===== src/rtl/bdp_pkg.sv =====
package bdp_pkg;

    typedef enum logic [1:0] {
        CTR_STRONG_NT = 2'd0,
        CTR_WEAK_NT   = 2'd1,
        CTR_WEAK_T    = 2'd2,
        CTR_STRONG_T  = 2'd3
    } ctr_e;

    localparam ctr_e CTR_RESET = CTR_WEAK_NT;

    typedef struct packed {
        logic active;
        logic pred_taken;
    } lookup_t;

    function automatic ctr_e ctr_next(ctr_e cur, logic taken);
        ctr_e nxt;
        nxt = cur;
        if (taken) begin
            if (cur != CTR_STRONG_T) nxt = ctr_e'(cur + 2'd1);
        end else begin
            if (cur != CTR_STRONG_NT) nxt = ctr_e'(cur - 2'd1);
        end
        return nxt;
    endfunction

    function automatic logic ctr_taken(ctr_e cur);
        return cur[1];
    endfunction

endpackage


===== src/rtl/bdp_ctr_table.sv =====
module bdp_ctr_table
    import bdp_pkg::*;
#(
    parameter int IDX_W = 4
) (
    input  logic             clk,
    input  logic             rst,
    input  logic [IDX_W-1:0] rd_idx,
    input  logic             wr_en,
    input  logic [IDX_W-1:0] wr_idx,
    input  logic             wr_taken,
    output ctr_e             rd_ctr
);
    localparam int ENTRIES = 1 << IDX_W;

    ctr_e ctr_q [ENTRIES];

    for (genvar i = 0; i < ENTRIES; i++) begin : g_entry
        always_ff @(posedge clk) begin
            if (rst) begin
                ctr_q[i] <= CTR_RESET;
            end else if (wr_en && (wr_idx == IDX_W'(i))) begin
                ctr_q[i] <= ctr_next(ctr_q[i], wr_taken);
            end
        end
    end

    assign rd_ctr = ctr_q[rd_idx];

endmodule


===== src/rtl/bdp_decode_check.sv =====
module bdp_decode_check
    import bdp_pkg::*;
#(
    parameter int ADDR_W = 32
) (
    input  logic              dec_valid,
    input  logic [ADDR_W-1:0] dec_pc,
    input  logic              dec_is_cond,
    input  logic [ADDR_W-1:0] dec_offset,
    input  logic [ADDR_W-1:0] dec_ppc,
    input  logic              dec_epoch,
    input  logic              epoch_q,
    input  ctr_e              ctr,
    output logic              redir_valid,
    output logic [ADDR_W-1:0] redir_pc
);
    localparam logic [ADDR_W-1:0] INSN_BYTES = ADDR_W'(4);

    lookup_t           lk;
    logic [ADDR_W-1:0] next_pc;

    always_comb begin
        lk.active     = dec_valid && dec_is_cond && (dec_epoch == epoch_q);
        lk.pred_taken = ctr_taken(ctr);
        next_pc       = lk.pred_taken ? (dec_pc + dec_offset) : (dec_pc + INSN_BYTES);
        redir_valid   = lk.active && (next_pc != dec_ppc);
        redir_pc      = next_pc;
    end

endmodule


===== src/rtl/bdp_epoch_reg.sv =====
module bdp_epoch_reg (
    input  logic clk,
    input  logic rst,
    input  logic flip,
    output logic epoch_q
);
    always_ff @(posedge clk) begin
        if (rst)       epoch_q <= 1'b0;
        else if (flip) epoch_q <= ~epoch_q;
    end
endmodule


===== src/rtl/branch_dir_predictor.sv =====
module branch_dir_predictor
    import bdp_pkg::*;
#(
    parameter int ADDR_W = 32,
    parameter int IDX_W  = 4
) (
    input  logic              clk,
    input  logic              rst,
    input  logic              dec_valid,
    input  logic [ADDR_W-1:0] dec_pc,
    input  logic              dec_is_cond,
    input  logic [ADDR_W-1:0] dec_offset,
    input  logic [ADDR_W-1:0] dec_ppc,
    input  logic              dec_epoch,
    input  logic              upd_valid,
    input  logic [ADDR_W-1:0] upd_pc,
    input  logic              upd_taken,
    output logic              redir_valid,
    output logic [ADDR_W-1:0] redir_pc,
    output logic              epoch_o
);
    localparam int IDX_LO = 2;
    localparam int IDX_HI = IDX_LO + IDX_W - 1;

    logic [IDX_W-1:0] rd_idx;
    logic [IDX_W-1:0] wr_idx;
    ctr_e             rd_ctr;
    logic             epoch_q;
    logic             redir_int;

    assign rd_idx = dec_pc[IDX_HI:IDX_LO];
    assign wr_idx = upd_pc[IDX_HI:IDX_LO];

    bdp_ctr_table #(.IDX_W(IDX_W)) table_i (
        .clk      (clk),
        .rst      (rst),
        .rd_idx   (rd_idx),
        .wr_en    (upd_valid),
        .wr_idx   (wr_idx),
        .wr_taken (upd_taken),
        .rd_ctr   (rd_ctr)
    );

    bdp_decode_check #(.ADDR_W(ADDR_W)) check_i (
        .dec_valid   (dec_valid),
        .dec_pc      (dec_pc),
        .dec_is_cond (dec_is_cond),
        .dec_offset  (dec_offset),
        .dec_ppc     (dec_ppc),
        .dec_epoch   (dec_epoch),
        .epoch_q     (epoch_q),
        .ctr         (rd_ctr),
        .redir_valid (redir_int),
        .redir_pc    (redir_pc)
    );

    bdp_epoch_reg epoch_i (
        .clk     (clk),
        .rst     (rst),
        .flip    (redir_int),
        .epoch_q (epoch_q)
    );

    assign redir_valid = redir_int;
    assign epoch_o     = epoch_q;

endmodule


===== config.mk =====
export PLATFORM = sky130hd
export DESIGN_NAME = branch_dir_predictor
export DESIGN_NICKNAME = d
export VERILOG_FILES = /design/src/rtl/bdp_pkg.sv /design/src/rtl/bdp_ctr_table.sv /design/src/rtl/bdp_decode_check.sv /design/src/rtl/bdp_epoch_reg.sv /design/src/rtl/branch_dir_predictor.sv
export SDC_FILE = /design/constraint.sdc
export NUM_CORES = 1
export LEC_CHECK = 0
export CORE_ASPECT_RATIO = 0.5
export CORE_MARGIN = 8
export CORE_UTILIZATION = 53
export CTS_CLUSTER_SIZE = 20
export DETAILED_ROUTE_END_ITERATION = 10
export PLACE_DENSITY = 0.93
export SLEW_MARGIN = 20
export SYNTH_ARGS = -nofsm -noshare
export SYNTH_HDL_FRONTEND = slang
export SYNTH_HIERARCHICAL = 1
export SYNTH_SLANG_ARGS = --single-unit
export TNS_END_PERCENT = 100

===== constraint.sdc =====
create_clock -name clk -period 7.7 [get_ports clk]
set_clock_uncertainty 0.15 [all_clocks]
set_input_delay 1.155 -clock clk [delete_from_list [all_inputs] [get_ports clk]]
set_output_delay 1.155 -clock clk [all_outputs]
set_load 0.03 [all_outputs]

==> run metrics, run 1 <==
CP dominant cell by count clkdlybuf4s50_1; Pwr Total 0.975 mW; leakage dissipation 2.73 nW; CTS Buf Count 5; R2R Setup Slk 3.41 ns; r2r endpoint epoch_i/epoch_q; fin cells around 1000; routed len/inst 20.0 um; Power Density roughly 130 nW/um^2; total vias in the final route 6894; design area between 7000 and 8000 um^2; syn nets 951; worst setup path endpoint redir_valid; global-route wire length before repair 33000 um; Worst-Margin Slew 0.910 ns; initial antenna violation count 0; share of power burned in registers about a fifth; Peak VDD IR 174 uV; Hold Fails Final Rpt 0; RSZ-0062 raised after global routing false; Final WS setup between 0.4 and 0.5 ns; CTS H-tree depth 2; core area 11100 um^2; clk_lat worst skew 0.28 ns; Initial Utilization 54.9%; total global routing overflow 0; vias in the first global route 6530; cts-stage hold buffer count 0; fin nets 1063; status finished, final reports clean; Slowest-stage cell, CP clkdlybuf4s50_1; Hold WS about 0.42 ns; Die Y between 90 and 100 um; crit path from dec_pc[2]; # IOs 169; vias per cell roughly 6.6; Max-cap violations 0; type of the worst setup path input port to output port; GRT Total Usage 25.5%; Die X 167 um; ordered cell list for the critical path clkdlybuf4s50_1 > ha_1 > and3_1 > o2111ai_2 > a21oi_2 > o21a_1 > or4b_1 > a311o_1 > a311oi_1 > nand4_1 > nor4_1 > nor2_1 > clkdlybuf4s50_1; CTS max path bufs 2; Port-buffer cells 140; detailed placement HPWL 16400 um; Post-Place Cells 1033; R2R Path Start table_i/ctr_q[3][1]; final WL 20800 um; R2R depth 16; setup TNS 0 ns; Crit. End Element output port; share of layout cells above drive strength 1 5.58%; CTS tree built; synth-to-layout area growth 26.2%; Final Slew Violations 0; Req. time, crit path 6.39 ns; Clock Sinks 33; clock slew at reported path FFs 0.05 ns; Period minus WS final 7.28 ns; Gate power share 58.5%; Int Pwr 0.575 mW; DRT iter0 DRCs 707; drt drc 0; largest net degree at the start of global routing 49; slowest stage delay, CP ~0.65 ns; pre-CTS setup slack 0.439 ns; Warnings, synthesis 6; Final ANT Viol Nets 0; diode count 0; Placer Congestion 0.978; Cell Area, Synth 6080 um^2; sw frac just over 40%; drt first pass iters 5; final core occ 69.3%; fmax 0.137 GHz; worst hold-check path type flip-flop to flip-flop; Rows 27; syn_area_per_cell 7.76 um^2; final worst-path cycle share between 90% and 100%; Clock Power Share 20.2%; Cell Area, Placed 7520 um^2; CTS root buf clkbuf_16; Setup violations, final 0; Worst slew margin 39.2%; Post-Syn Instances 783; CP max FO 9; CP arrival 5.97 ns; Setup crit start kind input port; die area 15400 um^2; switching pwr 0.400 mW
[cells in the final DEF, fill, tap and decap left out, types with 9 or more instances in the layout]
cell type and n:
clkdlybuf4s50_1 140, xnor2_1 74, nor2_1 66, nand2_1 64
nand3_1 49, a21oi_1 47, ha_1 32, edfxtp_1 32
nor3_1 28, o21ai_0 25, or3_1 25, nand4_1 24
nor4_1 18, xor2_1 18, inv_1 17, o21a_1 17
a41o_1 16, a21o_1 14, a211oi_1 12, a31o_2 9
[layer usage]
metal  routed length [um]  track usage (%)
met5                    0                0
met1                 8570             32.8
met2                 9840             44.2
met3                 1910             3.29
met4                  455             7.90
[flip-flops by register name, indices dropped and copies added (netlist names)]
name             flops
table_i/ctr_q       32
epoch_i/epoch_q      1
[area by class of cell]
class	count	area, um^2
timing repair buffer	148	1460
inverter	18	71.3
multi-input combinational	689	4830
tap	145	181
sequential	33	981
fill	915	3410
clock buffer	8	146
[how the worst min path moves through the flow]
stage                         from                  end  slack [ns]  cells after the start
3_5_place_dp       epoch_i/epoch_q      epoch_i/epoch_q        0.41                      2
5_1_grt            epoch_i/epoch_q      epoch_i/epoch_q        0.46                      2
4_1_cts            epoch_i/epoch_q      epoch_i/epoch_q        0.43                      2
6_report           epoch_i/epoch_q      epoch_i/epoch_q        0.42                      2
2_1_floorplan  table_i/ctr_q[2][0]  table_i/ctr_q[2][0]        0.44                      1
3_3_place_gp       epoch_i/epoch_q      epoch_i/epoch_q        0.40                      2
[power groups by stage]
stage	clock, mW	sequential, mW	combinational, mW
3_3_place_gp	0	0.211	0.548
5_1_grt	0.208	0.208	0.607
3_5_place_dp	0	0.211	0.556
6_report	0.197	0.208	0.570
2_1_floorplan	0	0.210	0.357
4_1_cts	0.200	0.208	0.560
[critical path: cells and delay by family]
kind | cells | cell delay [ns]
buffers and inverters | 2 | 1.26
adders and majority gates | 1 | 0.49
AOI/OAI and AO/OA | 5 | 1.64
and+or+nand+nor | 5 | 1.43
[timing repair]
item                       in CTS  in global routing
setup endpoints to repair       0                  1
gates resized for setup         0                  1
setup buffers                   0                  0
Note: power is estimated with default switching activity, not from simulation.
==> run 2: changes to the inputs <==
--- a/config.mk
+++ b/config.mk
@@ -7,10 +7,11 @@
 export LEC_CHECK = 0
 export CORE_ASPECT_RATIO = 0.5
 export CORE_MARGIN = 8
-export CORE_UTILIZATION = 53
+export CORE_UTILIZATION = 51
 export CTS_CLUSTER_SIZE = 20
 export DETAILED_ROUTE_END_ITERATION = 10
-export PLACE_DENSITY = 0.93
+export GPL_ROUTABILITY_DRIVEN = 0
+export PLACE_DENSITY = 0.9
 export SLEW_MARGIN = 20
 export SYNTH_ARGS = -nofsm -noshare
 export SYNTH_HDL_FRONTEND = slang
==> constraint.sdc (replaced) <==
create_clock -name clk -period 7.3 [get_ports clk]
set_clock_uncertainty 0.15 [all_clocks]
set_input_delay 1.095 -clock clk [delete_from_list [all_inputs] [get_ports clk]]
set_output_delay 1.095 -clock clk [all_outputs]
set_load 0.03 [all_outputs]
==> run metrics, run 2 (synthesis gave the netlist of run 1 again) <==
status finished, final reports clean (unchanged); R2R Setup Slk 3.02 ns (was 3.41 ns); R2R Path Start table_i/ctr_q[3][1] (unchanged); # fillers 962 (was 915); switching pwr 0.422 mW (was 0.400 mW); drt drc 0 (unchanged); Worst slew margin 33.3% (was 39.2%); Clock Sinks 33 (unchanged); Power Density 137 nW/um^2 (was 127 nW/um^2); Final ANT Viol Nets 0 (unchanged); commonest non-fill, non-tap cell in the layout clkdlybuf4s50_1 (unchanged); share of power burned in registers 20.6% (was 21.3%); crit path from dec_pc[0] (was dec_pc[2]); flip-flop count of the largest register after layout 32 (unchanged); clock slew at reported path FFs 0.05 ns (about the same); Largest regs table_i/ctr_q (32), epoch_i/epoch_q (1) (unchanged); Port-buffer cells 140 (unchanged); Req. time, crit path 6.05 ns (was 6.39 ns); Period minus WS final 7.07 ns; CTS Buf Count 5 (unchanged); final WL 20400 um (was 20800 um); hold_sp epoch_i/epoch_q (unchanged); share of layout cells above drive strength 1 6.00% (was 5.58%); Rows 28 (was 27); Gate power share 56.6% (was 58.5%); Die X 170 um (was 167 um); CTS max path bufs 2 (unchanged); Max-cap violations 0 (unchanged); postcts setup bufs 0 (unchanged); synth-to-layout area growth 27.5% (was 26.2%); diode count 0 (unchanged); total vias in the final route 6967 (was 6894); Post-Place Cells 1057 (was 1033); RSZ-0062 raised after global routing false (unchanged); total global routing overflow 0 (unchanged); Crit. End Element output port (unchanged); Final Slew Violations 0 (unchanged); clk_lat worst skew 0.28 ns (about the same); final worst-path cycle share ~97%; # resized after CTS 0 (unchanged); Largest Register table_i/ctr_q (unchanged); fin cells 1065 (was 1041); Peak VDD IR 141 uV (was 174 uV); CP arrival 5.82 ns (was 5.97 ns); setup TNS 0 ns (unchanged); commonest cells after routing, fill and taps aside 139 x clkdlybuf4s50_1, 74 x xnor2_1, 66 x nor2_1, 64 x nand2_1, 49 x nand3_1 (was 140 x clkdlybuf4s50_1, 74 x xnor2_1, 66 x nor2_1, 64 x nand2_1, 49 x nand3_1); global-route wire length before repair 32200 um (was 33000 um); CP max FO 5 (was 9); vias per cell 6.54 (was 6.62); routed len/inst 19.2 um (was 20.0 um); final core occ 66.1% (was 69.3%); Setup crit start kind input port (unchanged); GRT Total Usage 24.4% (was 25.5%); Setup violations, final 0 (unchanged); CTS tree built (unchanged); type of the worst setup path input port to output port (unchanged); # IOs 169 (unchanged); fin nets 1067 (was 1063); Initial Utilization 51.8% (was 54.9%); Int Pwr 0.643 mW (was 0.575 mW); sw frac 39.6% (was 41.0%); Clock Power Share 22.8% (was 20.2%); initial antenna violation count 0 (unchanged); leakage dissipation 2.77 nW (was 2.73 nW); die area 15900 um^2 (was 15400 um^2); CTS root buf clkbuf_16 (unchanged); drt first pass iters 5 (unchanged); Die Y 93.2 um (was 91.7 um); CTS H-tree depth 2 (unchanged); Worst-Margin Slew 0.997 ns (was 0.910 ns); fmax 0.142 GHz; Pwr Total 1.07 mW (was 0.975 mW); DRT iter0 DRCs 701 (was 707); cts-stage hold buffer count 0 (unchanged); worst hold-check path type flip-flop to flip-flop (unchanged); Hold Fails Final Rpt 0 (unchanged); detailed placement HPWL 16200 um (was 16400 um); vias in the first global route 6643 (was 6530); largest net degree at the start of global routing 49 (unchanged); core area 11700 um^2 (was 11100 um^2)
==> run 2: power by group through the flow <==
| stage | sequential, mW | clock, mW | combinational, mW |
|---|---|---|---|
| final | 0.219 | 0.243 | 0.603 |
| after global routing | 0.220 | 0.255 | 0.643 |
| after floorplan | 0.222 | 0 | 0.377 |
| after global placement | 0.222 | 0 | 0.578 |
| after CTS | 0.219 | 0.247 | 0.593 |
| after detailed placement | 0.223 | 0 | 0.589 |
==> run 2: per-stage QoR <==
step	cell area, um^2	setup slack (ns)	hold WS (ns)
floorplan	6080	1.59	0.443
global placement	7570	0.344	0.405
detailed placement	7570	0.344	0.429
CTS	7740	0.295	0.437
global route	7750	0.0922	0.463
finish	7750	0.235	0.428
==> run 2: routing by layer <==
| metal | GRT usage [%] | up-vias | routed length [um] |
|---|---|---|---|
| met2 | 42.3 | 374 | 9790 |
| met5 | 0 | - | 0 |
| met1 | 29.5 | 3263 | 8190 |
| met4 | 10.5 | 0 | 740 |
| li1 | - | 3260 | - |
| met3 | 4.33 | 70 | 1680 |
==> run 2: area by class of cell <==
type / instances / area [um^2] / area share, %
well taps: 165 / 206 / 2.66
flip-flops and latches: 33 / 981 / 12.7
clock inverters: 1 / 30.0 / 0.387
clock buffers: 7 / 143 / 1.84
repair buffers: 152 / 1490 / 19.3
inverters: 18 / 67.6 / 0.871
multi-input cells: 689 / 4830 / 62.3
==> run 2: final timing paths <==
check	to	cells past startpoint
worst max-delay path	redir_valid	14
worst min-delay path	epoch_i/epoch_q	2
worst max register to register	epoch_i/epoch_q	16
worst min register to register	epoch_i/epoch_q	2
==> run 2: worst max-delay path: stages <==
cell and delay [ns]:
clkdlybuf4s50_1 0.44, ha_1 0.25, fa_1 0.43, and3_1 0.25, o2111ai_2 0.26, a21oi_2 0.13
o21a_1 0.24, or4b_1 0.53, a311o_1 0.37, a311oi_1 0.48, nand4_1 0.19, nor4_1 0.40
nor2_1 0.13, clkdlybuf4s50_1 0.62
==> run 3: changes to the inputs <==
--- a/config.mk
+++ b/config.mk
@@ -7,11 +7,12 @@
 export LEC_CHECK = 0
 export CORE_ASPECT_RATIO = 0.5
 export CORE_MARGIN = 8
-export CORE_UTILIZATION = 51
+export CORE_UTILIZATION = 53
+export CTS_CLUSTER_DIAMETER = 100
 export CTS_CLUSTER_SIZE = 20
 export DETAILED_ROUTE_END_ITERATION = 10
 export GPL_ROUTABILITY_DRIVEN = 0
-export PLACE_DENSITY = 0.9
+export PLACE_DENSITY = 0.93
 export SLEW_MARGIN = 20
 export SYNTH_ARGS = -nofsm -noshare
 export SYNTH_HDL_FRONTEND = slang
==> constraint.sdc (replaced) <==
create_clock -name clk -period 8.3 [get_ports clk]
set_clock_uncertainty 0.15 [all_clocks]
set_input_delay 1.245 -clock clk [delete_from_list [all_inputs] [get_ports clk]]
set_output_delay 1.245 -clock clk [all_outputs]
set_load 0.03 [all_outputs]
==> run metrics, run 3 (synthesis gave the netlist of run 1 again) <==
status finished, final reports clean (unchanged); Largest regs table_i/ctr_q (32), epoch_i/epoch_q (1) (unchanged); commonest cells after routing, fill and taps aside 140 x clkdlybuf4s50_1, 74 x xnor2_1, 66 x nor2_1, 64 x nand2_1, 49 x nand3_1 (was 139 x clkdlybuf4s50_1, 74 x xnor2_1, 66 x nor2_1, 64 x nand2_1, 49 x nand3_1); clock slew at reported path FFs 0.05 ns (about the same); vias per cell 6.58 (was 6.54); die area 15400 um^2 (was 15900 um^2); routed len/inst 19.2 um (about the same); CTS tree built (unchanged); commonest non-fill, non-tap cell in the layout clkdlybuf4s50_1 (unchanged); CTS max path bufs 2 (unchanged); Max-cap violations 0 (unchanged); setup TNS 0 ns (unchanged); CP max FO 14 (was 5); type of the worst setup path input port to output port (unchanged); Die Y 91.7 um (was 93.2 um); worst setup path endpoint redir_valid (unchanged); design area 7650 um^2 (was 7750 um^2); slowest stage delay, CP 0.74 ns (was 0.62 ns); GRT Total Usage 24.3% (was 24.4%); CTS root buf clkbuf_16 (unchanged); Worst-Margin Slew 0.946 ns (was 0.997 ns); Rows 27 (was 28); Peak VDD IR 143 uV (was 141 uV); detailed placement HPWL 15800 um (was 16200 um); Worst slew margin 36.8% (was 33.3%); ordered cell list for the critical path clkdlybuf4s50_1 > mux4_2 > a22oi_1 > nand3_2 > inv_1 > a2111oi_0 > a311o_1 > xnor2_1 > o21ai_0 > or4_1 > nor4_1 > nand4_1 > nor4_1 > nor2_1 > clkdlybuf4s50_1 (was clkdlybuf4s50_1 > ha_1 > fa_1 > and3_1 > o2111ai_2 > a21oi_2 > o21a_1 > or4b_1 > a311o_1 > a311oi_1 > nand4_1 > nor4_1 > nor2_1 > clkdlybuf4s50_1); Largest Register table_i/ctr_q (unchanged); fin nets 1060 (was 1067); Final ANT Viol Nets 0 (unchanged); Slowest-stage cell, CP clkdlybuf4s50_1 (unchanged); vias in the first global route 6583 (was 6643); Initial Utilization 54.9% (was 51.8%); synth-to-layout area growth 25.8% (was 27.5%); # IOs 169 (unchanged); crit path from dec_pc[3] (was dec_pc[0]); initial antenna violation count 0 (unchanged); Final Slew Violations 0 (unchanged); Cell Area, Placed 7490 um^2 (was 7570 um^2); CP arrival 6.15 ns (was 5.82 ns); R2R Setup Slk 3.86 ns (was 3.02 ns); Post-Place Cells 1030 (was 1057); Period minus WS final 7.55 ns; total global routing overflow 0 (unchanged); RSZ-0062 raised after global routing false (unchanged); Setup crit start kind input port (unchanged); fin cells 1038 (was 1065); worst path bufs/invs 3 (was 2); cts-stage hold buffer count 0 (unchanged); share of layout cells above drive strength 1 5.15% (was 6.00%); postcts setup bufs 0 (unchanged); family with the most delay on the worst path buffers and inverters (was simple AND/OR/NAND/NOR gates); final WL 19900 um (was 20400 um); Die X 167 um (was 170 um); CTS H-tree depth 2 (unchanged); fmax around 0.13 GHz; hold_sp epoch_i/epoch_q (unchanged); Port-buffer cells 140 (unchanged); Power Density 117 nW/um^2 (was 137 nW/um^2); drt drc 0 (unchanged); flip-flop count of the largest register after layout 32 (unchanged); Req. time, crit path 6.90 ns (was 6.05 ns); Pwr Total 0.896 mW (was 1.07 mW); core area 11100 um^2 (was 11700 um^2); total vias in the final route 6831 (was 6967); diode count 0 (unchanged); CTS Buf Count 5 (unchanged); clk_lat worst skew 0.27 ns (was 0.28 ns); leakage dissipation 2.72 nW (was 2.77 nW); Setup violations, final 0 (unchanged); worst hold-check path type flip-flop to flip-flop (unchanged); Clock Sinks 33 (unchanged); largest net degree at the start of global routing 49 (unchanged); final worst-path cycle share 90.9%; DRT iter0 DRCs 689 (was 701); drt first pass iters 7 (was 5); R2R Path Start table_i/ctr_q[3][1] (unchanged); # resized after CTS 0 (unchanged); R2R depth 15 (was 16); Crit. End Element output port (unchanged); WP depth 15 (was 14); Hold Fails Final Rpt 0 (unchanged); global-route wire length before repair 31800 um (was 32200 um); r2r endpoint epoch_i/epoch_q (unchanged)
==> run 3: changes by cell type in the layout (fill, tap and decap cells not counted), sizes merged <==
cell,delta
bufinv,-1
buf,-7
clkbuf,+1
clkdlybuf4s50,+1
dlymetal6s2s,-1
==> run 3: power by group <==
part / internal, mW / leakage, nW / switching, mW
sequential: 0.188 / 0.286 / 0.00503
combinational: 0.225 / 2.36 / 0.300
clock: 0.119 / 0.0712 / 0.0596
total: 0.532 / 2.72 / 0.364
==> run 3: per-stage QoR <==
| step | utilization, % | hold WS (ns) | setup WS (ns) |
|---|---|---|---|
| global route | 69.0 | 0.448 | 0.475 |
| global placement | 67.6 | 0.403 | 0.838 |
| CTS | 69.0 | 0.436 | 0.765 |
| detailed placement | 67.6 | 0.419 | 0.807 |
| floorplan | - | 0.443 | 2.29 |
| finish | 69.0 | 0.431 | 0.754 |
==> run 3: layout make-up <==
| type | instances | area [um^2] |
|---|---|---|
| clock buffer | 8 | 146 |
| fill | 872 | 3430 |
| inverter | 18 | 67.6 |
| multi-input combinational | 689 | 4830 |
| sequential | 33 | 981 |
| tap | 145 | 181 |
| timing repair buffer | 145 | 1440 |
==> run 3: worst min-delay path by stage <==
| stage | to | depth (start not counted) | slack [ns] |
|---|---|---|---|
| after floorplan | table_i/ctr_q[2][0] | 1 | 0.44 |
| after global placement | epoch_i/epoch_q | 2 | 0.40 |
| after detailed placement | epoch_i/epoch_q | 2 | 0.42 |
| after CTS | epoch_i/epoch_q | 2 | 0.44 |
| after global routing | epoch_i/epoch_q | 2 | 0.45 |
| final | epoch_i/epoch_q | 2 | 0.43 |
==> run 3: worst register-to-register path, delay by kind of cell (launching register included) <==
| kind | cells | cell delay [ns] |
|---|---|---|
| AO/OA/AOI/OAI | 4 | 0.84 |
| XOR/XNOR | 2 | 0.30 |
| buffers and inverters | 1 | 0.42 |
| flip-flops | 1 | 0.44 |
| multiplexers | 1 | 0.49 |
| AND/OR/NAND/NOR | 7 | 1.64 |
==> run 3: layer usage <==
metal / global-route usage (%) / wire length (um) / vias to the layer above
met5: 0 / 0 / -
met4: 8.86 / 556 / 0
met3: 3.51 / 1720 / 57
met2: 43.0 / 9640 / 361
met1: 30.0 / 7970 / 3171
li1: - / - / 3242
